--- config.mk ---
export PLATFORM = sky130hd
export DESIGN_NAME = umr_space_decoder
export DESIGN_NICKNAME = d
export VERILOG_FILES = /design/src/rtl/umr_pkg.sv /design/src/rtl/umr_cfg_regs.sv /design/src/rtl/umr_page_map.sv /design/src/rtl/umr_space_decoder.sv
export SDC_FILE = /design/constraint.sdc
export NUM_CORES = 1
export LEC_CHECK = 0
export ABC_CLOCK_PERIOD_IN_PS = 2500
export BUFFER_PORTS_ARGS = -buffer_cell sky130_fd_sc_hd__buf_2
export CORE_UTILIZATION = 30
export CTS_CLUSTER_SIZE = 40
export DETAILED_ROUTE_END_ITERATION = 8
export GPL_TIMING_DRIVEN = 1
export PLACE_DENSITY = 0.6
export SLEW_MARGIN = 20
export SYNTH_ARGS = -nofsm -noshare
export SYNTH_HDL_FRONTEND = slang
export SYNTH_SLANG_ARGS = --single-unit
--- constraint.sdc ---
create_clock -name clk -period 2.5 [get_ports clk]
set_input_delay 0.125 -clock clk [delete_from_list [all_inputs] [get_ports clk]]
set_output_delay 0.125 -clock clk [all_outputs]
set_load 0.01 [all_outputs]
--- src/rtl/umr_pkg.sv ---
package umr_pkg;

    localparam int ADDR_W       = 24;
    localparam int PAGE_W       = 14;                 // 16-Kbyte page
    localparam int PG_NUM_W     = ADDR_W - PAGE_W;
    localparam int BLK_PAGES    = 4;                  // pages per 64-Kbyte block
    localparam int UPPER_BASE   = 'hA0000 >> PAGE_W;  // first upper page
    localparam int MONO_FIRST   = 'hB0000 >> PAGE_W;
    localparam int COLOR_FIRST  = 'hB8000 >> PAGE_W;
    localparam int OPT_FIRST    = 'hC0000 >> PAGE_W;
    localparam int UPPER_END    = 'h100000 >> PAGE_W;
    localparam int UPPER_PAGES  = UPPER_END - UPPER_BASE;
    localparam int SHADOW_PAGES = UPPER_END - OPT_FIRST;
    localparam int ROM_BLOCKS   = 1 + SHADOW_PAGES / BLK_PAGES;
    localparam int PIDX_W       = $clog2(UPPER_PAGES);

    localparam int CFG_AW = 2;
    localparam int CFG_DW = 16;
    localparam logic [CFG_AW-1:0] REG_CTRL   = 2'd0;
    localparam logic [CFG_AW-1:0] REG_ROM    = 2'd1;
    localparam logic [CFG_AW-1:0] REG_SHADOW = 2'd2;

    typedef enum logic [1:0] {
        SP_DISPLAY = 2'd0,
        SP_BUS     = 2'd1,
        SP_ROM     = 2'd2,
        SP_DRAM    = 2'd3
    } space_e;

    typedef struct packed {
        logic                    video_en;
        logic                    mono;
        logic                    dram_en;
        logic [ROM_BLOCKS-1:0]   rom_en;
        logic [SHADOW_PAGES-1:0] shadow_en;
    } map_cfg_t;

    function automatic logic [3:0] space_to_onehot(space_e s);
        return 4'b0001 << s;
    endfunction

endpackage

--- src/rtl/umr_cfg_regs.sv ---
module umr_cfg_regs
    import umr_pkg::*;
(
    input  logic              clk,
    input  logic              rst,
    input  logic              cfg_we,
    input  logic [CFG_AW-1:0] cfg_addr,
    input  logic [CFG_DW-1:0] cfg_wdata,
    output map_cfg_t          cfg_q
);

    always_ff @(posedge clk) begin
        if (rst) begin
            cfg_q <= '0;
        end else if (cfg_we) begin
            case (cfg_addr)
                REG_CTRL: begin
                    cfg_q.video_en <= cfg_wdata[0];
                    cfg_q.mono     <= cfg_wdata[1];
                    cfg_q.dram_en  <= cfg_wdata[2];
                end
                REG_ROM:    cfg_q.rom_en    <= cfg_wdata[ROM_BLOCKS-1:0];
                REG_SHADOW: cfg_q.shadow_en <= cfg_wdata[SHADOW_PAGES-1:0];
                default: ;
            endcase
        end
    end

endmodule

--- src/rtl/umr_page_map.sv ---
module umr_page_map
    import umr_pkg::*;
(
    input  logic                    video_en,
    input  logic                    mono,
    input  logic [ROM_BLOCKS-1:0]   rom_en,
    input  logic [SHADOW_PAGES-1:0] shadow_en,
    output space_e [UPPER_PAGES-1:0] page_space
);

    for (genvar g = 0; g < UPPER_PAGES; g++) begin : g_page
        localparam int ABS = UPPER_BASE + g;
        if (ABS < MONO_FIRST) begin : g_vga_area
            assign page_space[g] = rom_en[0] ? SP_ROM : SP_BUS;
        end else if (ABS < COLOR_FIRST) begin : g_mono_area
            assign page_space[g] = (video_en && mono) ? SP_DISPLAY : SP_BUS;
        end else if (ABS < OPT_FIRST) begin : g_color_area
            assign page_space[g] = (video_en && !mono) ? SP_DISPLAY : SP_BUS;
        end else begin : g_opt_area
            localparam int SH  = ABS - OPT_FIRST;
            localparam int BLK = 1 + SH / BLK_PAGES;
            assign page_space[g] = rom_en[BLK]    ? SP_ROM  :
                                   shadow_en[SH]  ? SP_DRAM : SP_BUS;
        end
    end

endmodule

--- src/rtl/umr_space_decoder.sv ---
module umr_space_decoder
    import umr_pkg::*;
(
    input  logic                   clk,
    input  logic                   rst,
    input  logic                   cfg_we,
    input  logic [CFG_AW-1:0]      cfg_addr,
    input  logic [CFG_DW-1:0]      cfg_wdata,
    input  logic [ADDR_W-1:0]      cpu_addr,
    output logic [3:0]             space_onehot,
    output logic [ADDR_W-1:0]      mem_addr,
    output logic [UPPER_PAGES-1:0] page_bus_dflt
);

    map_cfg_t                 cfg;
    space_e [UPPER_PAGES-1:0] page_space;
    logic [PG_NUM_W-1:0]      rel_full;
    logic [PIDX_W-1:0]        rel_pg;
    logic                     in_upper;
    space_e                   sel;

    umr_cfg_regs regs_i (
        .clk       (clk),
        .rst       (rst),
        .cfg_we    (cfg_we),
        .cfg_addr  (cfg_addr),
        .cfg_wdata (cfg_wdata),
        .cfg_q     (cfg)
    );

    umr_page_map map_i (
        .video_en   (cfg.video_en),
        .mono       (cfg.mono),
        .rom_en     (cfg.rom_en),
        .shadow_en  (cfg.shadow_en),
        .page_space (page_space)
    );

    // Page number relative to A0000; addresses below wrap to large values.
    assign rel_full = cpu_addr[ADDR_W-1:PAGE_W] - PG_NUM_W'(UPPER_BASE);
    assign rel_pg   = rel_full[PIDX_W-1:0];
    assign in_upper = rel_full < PG_NUM_W'(UPPER_PAGES);

    always_comb begin
        if (in_upper) sel = page_space[rel_pg];
        else          sel = cfg.dram_en ? SP_DRAM : SP_BUS;
    end

    assign space_onehot = space_to_onehot(sel);
    assign mem_addr     = cpu_addr;

    for (genvar p = 0; p < UPPER_PAGES; p++) begin : g_dflt
        assign page_bus_dflt[p] = (page_space[p] == SP_BUS);
    end

endmodule

# [Word-level counts from Yosys, hierarchy flattened]
# Cells that the tools add are included.
[word_totals] out_inout_bits=52 reg_bits=24 input_bits=45 word_cells=76
[op_classes] shifts=1 n_lt_le_gt_ge=2 n_mux=39 add_sub_neg=1 n_eq_ne=21 reduce_logical=7
[op_table] op="$mux 2" n=36
[op_table] op="$eq 2x1->1 const B" n=20
[op_table] op="$bmux 2 s5" n=1
[op_table] op="$lt 10x5->1 const B" n=1
[op_table] op="$sub 10x6->10 const B" n=1
[op_table] op="$lt 5x6->1 const B" n=1
[op_table] op="$reduce_and 2->1" n=3
[op_table] op="$shl 1x2->4 const A" n=1
[op_table] op="$eq 2x2->1 const B" n=1
[op_table] op="$logic_and 1x1->1" n=2
[op_table] op="$logic_not 2->1" n=1
[op_table] op="$mux 1" n=2
[op_table] op="$logic_not 1->1" n=1

# [Logic depth before layout (Yosys ltp)]
# Gate-level depths: netlist (run 1).
[logic_depth] ltp_word=7 mapped_depth=6 depth_no_buf=6

# [Hierarchy]
# From an unflattened synthesis (run 1), not the netlist that was laid out.
[unflattened] cells_unflattened=255 hier_area_um2=2230.9
[by_module_without_submodules] mod="umr_cfg_regs" n_inst=1 area_each_um2=1037.2 seq_area_each_um2=480.5 cells_per_inst=98
[by_module_without_submodules] mod="umr_space_decoder" n_inst=1 area_each_um2=873.3 seq_area_each_um2=0.0 cells_per_inst=108
[by_module_without_submodules] mod="umr_page_map" n_inst=1 area_each_um2=320.3 seq_area_each_um2=0.0 cells_per_inst=49

# [Worst setup path before layout (run 1)]
# No wires, ideal clock.
[synth_path] path_type="register -> output" start="reg, netlist name regs_i.cfg_q[7]" end="out space_onehot[0]" t_arrival_ps=1472 path_stages_with_launch=6 setup_slack_ps=903 n_path_buf=0 required_ps=2375 cell_sequence="dfxtp_1 mux4_2 nor3b_2 a2111oi_0 o22a_2 nor3_2"
[synth_between] elab_chain_cells=6
[synth_rtl] item="$mux 2" line_no="umr_page_map.sv:23" text="shadow_en[SH] ? SP_DRAM : SP_BUS;"
[synth_rtl] item="$mux 2" line_no="umr_page_map.sv:22" text="assign page_space[g] = rom_en[BLK] ? SP_ROM :"
[synth_rtl] item="$bmux 2 s5" line_no="umr_space_decoder.sv:45" text="if (in_upper) sel = page_space[rel_pg];"
[synth_rtl] item="$mux 2 (not written as such)" line_no="umr_space_decoder.sv:45"
[synth_rtl] item="$mux 2" line_no="umr_space_decoder.sv:45"
[synth_rtl] item="$shl 1x2->4" line_no="umr_pkg.sv:39" text="return 4'b0001 << s;"
[synth_rtl] item="end: declaration" line_no="umr_space_decoder.sv:10" text="output logic [3:0] space_onehot,"
# Every way passes these cells. The select of a mux whose other input is x is not followed.

# [Worst setup path in the final report (run 1)]
[layout_path] start="reg, netlist name regs_i.cfg_q[15]" end="out space_onehot[3]"
[layout_between] elab_chain_cells=6
[layout_rtl] item="$mux 2" line_no="umr_page_map.sv:23"
[layout_rtl] item="$mux 2" line_no="umr_page_map.sv:22"
[layout_rtl] item="$bmux 2 s5" line_no="umr_space_decoder.sv:45"
[layout_rtl] item="$mux 2 (not written as such)" line_no="umr_space_decoder.sv:45"
[layout_rtl] item="$mux 2" line_no="umr_space_decoder.sv:45"
[layout_rtl] item="$shl 1x2->4" line_no="umr_pkg.sv:39"
# Every way passes these cells. The select of a mux whose other input is x is not followed.

==> results.yml, run 1 <==
status:
  outcome: "finished, final reports clean"
synth:
  seq_area_frac_synth_pct: 32.0
  syn_area_um2: 1500
  synthCells: 193
  ys_ff_latch: 24
  synth.area.mux_share_pct: 10.3
  synth_compound_area_share_pct: 14.0
  syn_nets: 239
  synthAdderAreaFrac_pct: 0.833
  syn_avg_cell_area_um2: 7.78
  synth_cell_type_count: 34
  synth_warnings: 0
  synth_top_family_by_area: "simple AND/OR/NAND/NOR gates"
  synth_xor_area_share_pct: 0.583
  synth-simple-area-share_pct: 24.3
floorplanning:
  io_pins: 97
  die_x_um: 72.7
  rows: 25
  core_um2: 4750
  fp.dieH_um: 72.7
  initial_core_util_pct: 31.6
  dieArea_um2: 5290
power:
  p_leak_nw: 0.714
  vdd_drop_max_v: 0.000267
  finalPower_uw: 835
  powerDensity_nw_per_um2: 483
timing:
  maxSlewHeadroom_pct: 55.4
  tns_ps: 0
  grt_setup_unrepaired: "false"
  period_needed_ps: 2070
  fin_crit_sh_pct: 82.9
  hold_violations: 0
  fmax_mhz: 483
  worstMarginPinSlew_ps: 651
  finalMaxSlewViolations: 0
  setup_violations: 0
  skew_ps: 0
critical_path:
  worstPathArrival_ps: 1950
  cp_cell_sequence: "mux4_2, nor3b_1, a2111oi_0, o22a_2, a22o_1, buf_2"
  critPathMaxFanout: 4
  crit_slowest_cell: "mux4_2"
  worstSetupPathType: "register to output port"
  slowest_delay_ps: 470
  cp-start-kind: "register"
  cp-end-kind: "output port"
  crit_required_ps: 2380
clocking:
  h-tree-depth: 1
  numCtsBuffers: 3
  clock-sinks: 24
  cts_resized: 0
  hold_buffers: 0
  path_clk_slew_ps: 80
  cts_tree: "yes"
  post_cts_buffers: 0
  worstSkewPairLatency_ps: 260
  root_buffer: "clkbuf_8"
  clk_path_buf_depth: 2
cells_and_area:
  antenna-diode-count: 0
  layout_commonest_cell: "buf_2"
  syn_to_final_growth_pct: 15.2
  drive_gt1_share_pct: 35.5
  seqCellArea_um2: 480
  top_register: "regs_i.cfg_q"
  final_cell_mix: "buf_2, nand2_1, nor2_1, dfxtp_1, a21oi_1"
  reg_top3: "regs_i.cfg_q x24"
  fin_nets: 275
  multiInputGateArea_um2: 751
  largest_reg_flops: 24
  fillers: 528
placement:
  gp_congestion: 0.720
  dp.final_hpwl_um: 2800
  io_buffers: 68
global_routing:
  grt_usage_pct: 13.7
  grt_max_degree: 25
  globalRoute.totalOverflow: 0
  grt_pass1_wl_um: 5840
  grt_pass1_vias: 1250
  antenna_found_initial: 0
routing:
  drt-met1-wl_um: 1630
  viasPerCell: 4.74
  met2_length_um: 1680
  dr.pass1.iters: 4
  ant_nets: 0
  wl_met3_um: 263
  drc: 0
  vias: 1397
  drt_iter0_markers: 60
  wire_per_inst_um: 12.2
  dr.max_layer_used: "met4"
  wirelength_um: 3610
run:
  cap_violations: 0
min_path:
  hp-class: "input port to register"
## per-stage QoR
step | setup slack [ps] | std cells | hold WS, ps | cell area (um^2) | util (%)
finish | 428 | 295 | 88.6 | 1730 | 36.4
global route | 208 | 295 | 88.1 | 1730 | 36.4
CTS | 425 | 295 | 91.3 | 1730 | 36.4
detailed placement | 590 | 291 | 250 | 1670 | 35.2
global placement | 605 | 291 | 250 | 1670 | 35.2
floorplan | 903 | 193 | 194 | 1500 | -
## worst paths after layout
| kind | from | to | slack, ps | depth (start not counted) |
|---|---|---|---|---|
| worst max register to register | regs_i.cfg_q[20] | regs_i.cfg_q[20] | 1710 | 2 |
| worst min-delay path | cfg_wdata[13] | regs_i.cfg_q[13] | 90 | 3 |
| worst max-delay path | regs_i.cfg_q[15] | space_onehot[3] | 430 | 6 |
| worst min register to register | regs_i.cfg_q[10] | regs_i.cfg_q[10] | 480 | 2 |
## cell type report
cell class,count,area share (%)
Multi-Input combinational cell,128,43.4
Sequential cell,24,27.8
Inverter,3,0.651
Clock buffer,4,3.18
Timing Repair Buffer,69,20.1
Tap cell,67,4.85
## metal layers
metal	global-route usage, %	vias up
li1	-	695
met1	18.1	639
met2	22.2	56
met3	2.62	7
met4	5.23	0
met5	0	-
## cell families after synthesis
family                   count (synthesis)
AND/OR/NAND/NOR                         81
buffers and inverters                   41
AO/OA/AOI/OAI                           32
flip-flops                              24
multiplexers                            13
XOR/XNOR                                 1
adder cells (fa/ha/maj)                  1
## critical path, delay by kind of cell, from the launching register on
kind / cells / cell delay, ps
simple gates: 1 / 200
flops: 1 / 330
mux: 1 / 470
buf+inv: 1 / 130
compound gates: 3 / 540
## where the power goes
part	switching, mW	internal [mW]	total (mW)	leakage [nW]
clock	0.120	0.141	0.261	0.0288
sequential	0.0137	0.395	0.409	0.195
combinational	0.0906	0.0749	0.165	0.490
total	0.224	0.610	0.835	0.714
## cells in the mapped netlist (all sizes together)
cell type	instances	area share (%)
nor2b	3	1.3
nand4b	1	0.58
mux4	2	3.0
nand2b	2	0.83
and3	1	0.42
clkbuf	8	2.0
nand3b	2	1.0
buf	30	15
a31o	1	0.58
nor3b	3	1.8
o221ai	1	0.58
o31ai	1	0.50
nor2	27	6.8
dfxtp	24	32
or3	1	0.42
inv	3	0.75
o22ai	1	0.42
or2	2	0.83
a31oi	1	0.42
xnor2	1	0.58
nor3	3	1.3
a22o	1	0.58
nand2	36	9.0
mux2i	11	7.3
ha	1	0.83
o21ai	1	0.33
o22a	1	0.67
a211o	1	0.58
a2111oi	5	2.9
a21oi	17	5.7
a2111o	1	0.75
No activity file was read; power rests on OpenSTA's default activity.
==> inputs of run 2 (changes only) <==
- ABC_CLOCK_PERIOD_IN_PS: 2500 -> 1900
- PLACE_DENSITY: 0.6 -> 0.62
- clock period: 2.5 -> 1.9 ns (I/O delays scaled with it)
==> run 2 against run 1 <==
The flow now finishes with violations (setup timing). Utilization rose by 2.1 points. Die area is the same. Clock skew unchanged. Sequential share of layout area is 1.3 points lower. Critical path depth did not move. Final cell count is 2.7% higher. Worst setup slack worse by 570 ps. Clock power rose by 71%. Wire length up 1.0%. Register-to-register slack lost 600 ps. Global-route usage shrank 0.15 points. Count of clock-buffer cells in the layout is 1 lower. Largest cell class unchanged.
==> results.yml, run 2 (synthesis results as in run 1) <==
status:
  outcome: "finished, violations left"
  violations: "setup timing"
power:
  netSwitchingFraction_pct: 25.3
  p_leak_nw: 0.770
  finalPower_mw: 1.22
  p_sw_uw: 309
  powerDensity_nw_per_um2: 666
  p_int_uw: 910
  seqPwrFrac_pct: 43.7
  vdd_drop_max_v: 0.000251
  clkPwrFrac_pct: 36.7
  pwr-share-comb_pct: 19.5
timing:
  finalMaxSlewViolations: 0
  worstMarginPinSlew_ps: 691
  fmax_mhz: 491
  hold_violations: 0
  tns_ps: -444
  grt_setup_unrepaired: "true"
  period_needed_ps: 2040
  fin_crit_sh_pct: 107
  setup_violations: 4
  skew_ps: 0
  worst_hold_slack_ps: 47.4
  final_critical_path_setup_slack_ps: -138
  maxSlewHeadroom_pct: 53.9
routing:
  wl_met3_um: 242
  dr.pass1.iters: 4
  drt-met1-wl_um: 1690
  vias: 1391
  drt_iter0_markers: 77
  dr.max_layer_used: "met4"
  drc: 0
  met2_length_um: 1670
  ant_nets: 0
  wirelength_um: 3650
  wire_per_inst_um: 12.0
  viasPerCell: 4.59
cells_and_area:
  final_cell_mix: "buf_2, nand2_1, nor2_1, dfxtp_1, a21oi_1"
  multiInputGateArea_um2: 771
  reg_top3: "regs_i.cfg_q x24"
  largest_reg_flops: 24
  fin_nets: 283
  fillers: 528
  design_area_um2: 1830
  antenna-diode-count: 0
  seqCellArea_um2: 485
  layout_commonest_cell: "buf_2"
  top_register: "regs_i.cfg_q"
  syn_to_final_growth_pct: 21.9
  drive_gt1_share_pct: 40.7
critical_path:
  critPathMaxFanout: 4
  worstSetupPathType: "register to output port"
  cp-end-kind: "output port"
  crit_required_ps: 1800
  worstPathArrival_ps: 1940
  cp-start-kind: "register"
floorplanning:
  dieArea_um2: 5290
  initial_core_util_pct: 31.6
  die_x_um: 72.7
  io_pins: 97
  rows: 25
  core_um2: 4750
  fp.dieH_um: 72.7
global_routing:
  grt_usage_pct: 13.6
  antenna_found_initial: 0
  grt_pass1_wl_um: 5630
  grt_pass1_vias: 1239
  globalRoute.totalOverflow: 0
  grt_max_degree: 25
placement:
  dp_slack_ps: 121
  gp_congestion: 0.730
  placed_area_um2: 1710
  io_buffers: 68
  dp.final_hpwl_um: 2820
clocking:
  clock-sinks: 24
  clk_path_buf_depth: 2
  root_buffer: "clkbuf_8"
  h-tree-depth: 1
  worstSkewPairLatency_ps: 260
  cts_tree: "yes"
  path_clk_slew_ps: 90
  numCtsBuffers: 3
  hold_buffers: 0
min_path:
  hp-class: "input port to register"
run:
  cap_violations: 0
run 2: cell count changes in the layout (fill, tap and decap cells not counted), moves of 2 or more:
cell / before / now
a2111oi_1: 0 / 2
dfxtp_2: 0 / 4
a2111oi_0: 5 / 1
buf_4: 1 / 9
a2111oi_2: 0 / 2
dfxtp_1: 24 / 20
run 2: path summary, 6_finish.rpt:
| path | to | slack (ps) | cells after the start | from |
|---|---|---|---|---|
| max reg2reg | regs_i.cfg_q[18] | 1110 | 3 | regs_i.cfg_q[18] |
| max | space_onehot[3] | -140 | 6 | regs_i.cfg_q[7] |
| min | regs_i.cfg_q[15] | 50 | 3 | cfg_wdata[15] |
| min reg2reg | regs_i.cfg_q[4] | 470 | 2 | regs_i.cfg_q[4] |
run 2: cell type report:
cell class	instances	share of cell area (%)
flip-flops and latches	24	26.5
inverters	3	0.615
multi-input cells	128	42.1
clock buffers	3	2.26
repair buffers	77	22.3
well taps	67	4.58
clock inverters	1	1.64
run 2: per-stage QoR:
step | std cells | utilization, %
2_1_floorplan | 193 | -
3_3_place_gp | 296 | 36.0
3_5_place_dp | 296 | 36.0
4_1_cts | 302 | 38.1
5_1_grt | 303 | 38.5
6_report | 303 | 38.5
run 2: critical path: stages (launching register included):
cell and delay, ps:
dfxtp_2 330, mux4_2 480, nor3b_2 210, a2111oi_2 60, o22a_2 290, a22o_1 180
buf_2 130
run 2: routing by layer:
metal | vias to the layer above | track usage, %
met3 | 8 | 1.80
met1 | 617 | 17.7
met5 | - | 0
met2 | 52 | 22.8
met4 | 0 | 5.23
li1 | 714 | -
run 2: power groups by stage:
| stage | Clock, mW | Sequential [mW] | Combinational [mW] |
|---|---|---|---|
| final | 0.447 | 0.533 | 0.238 |
| after global routing | 0.479 | 0.536 | 0.265 |
| after CTS | 0.457 | 0.533 | 0.236 |
| after detailed placement | 0 | 0.545 | 0.230 |
| after global placement | 0 | 0.544 | 0.228 |
| after floorplan | 0 | 0.541 | 0.178 |
run 2: repair_timing:
| action | 4_1_cts | 5_1_grt |
|---|---|---|
| setup buffers | 2 | 1 |
| endpoints found under the setup margin | 4 | 4 |
| pin swaps | 4 | 4 |
| gates cloned | 0 | 0 |
| resized for setup | 5 | 6 |
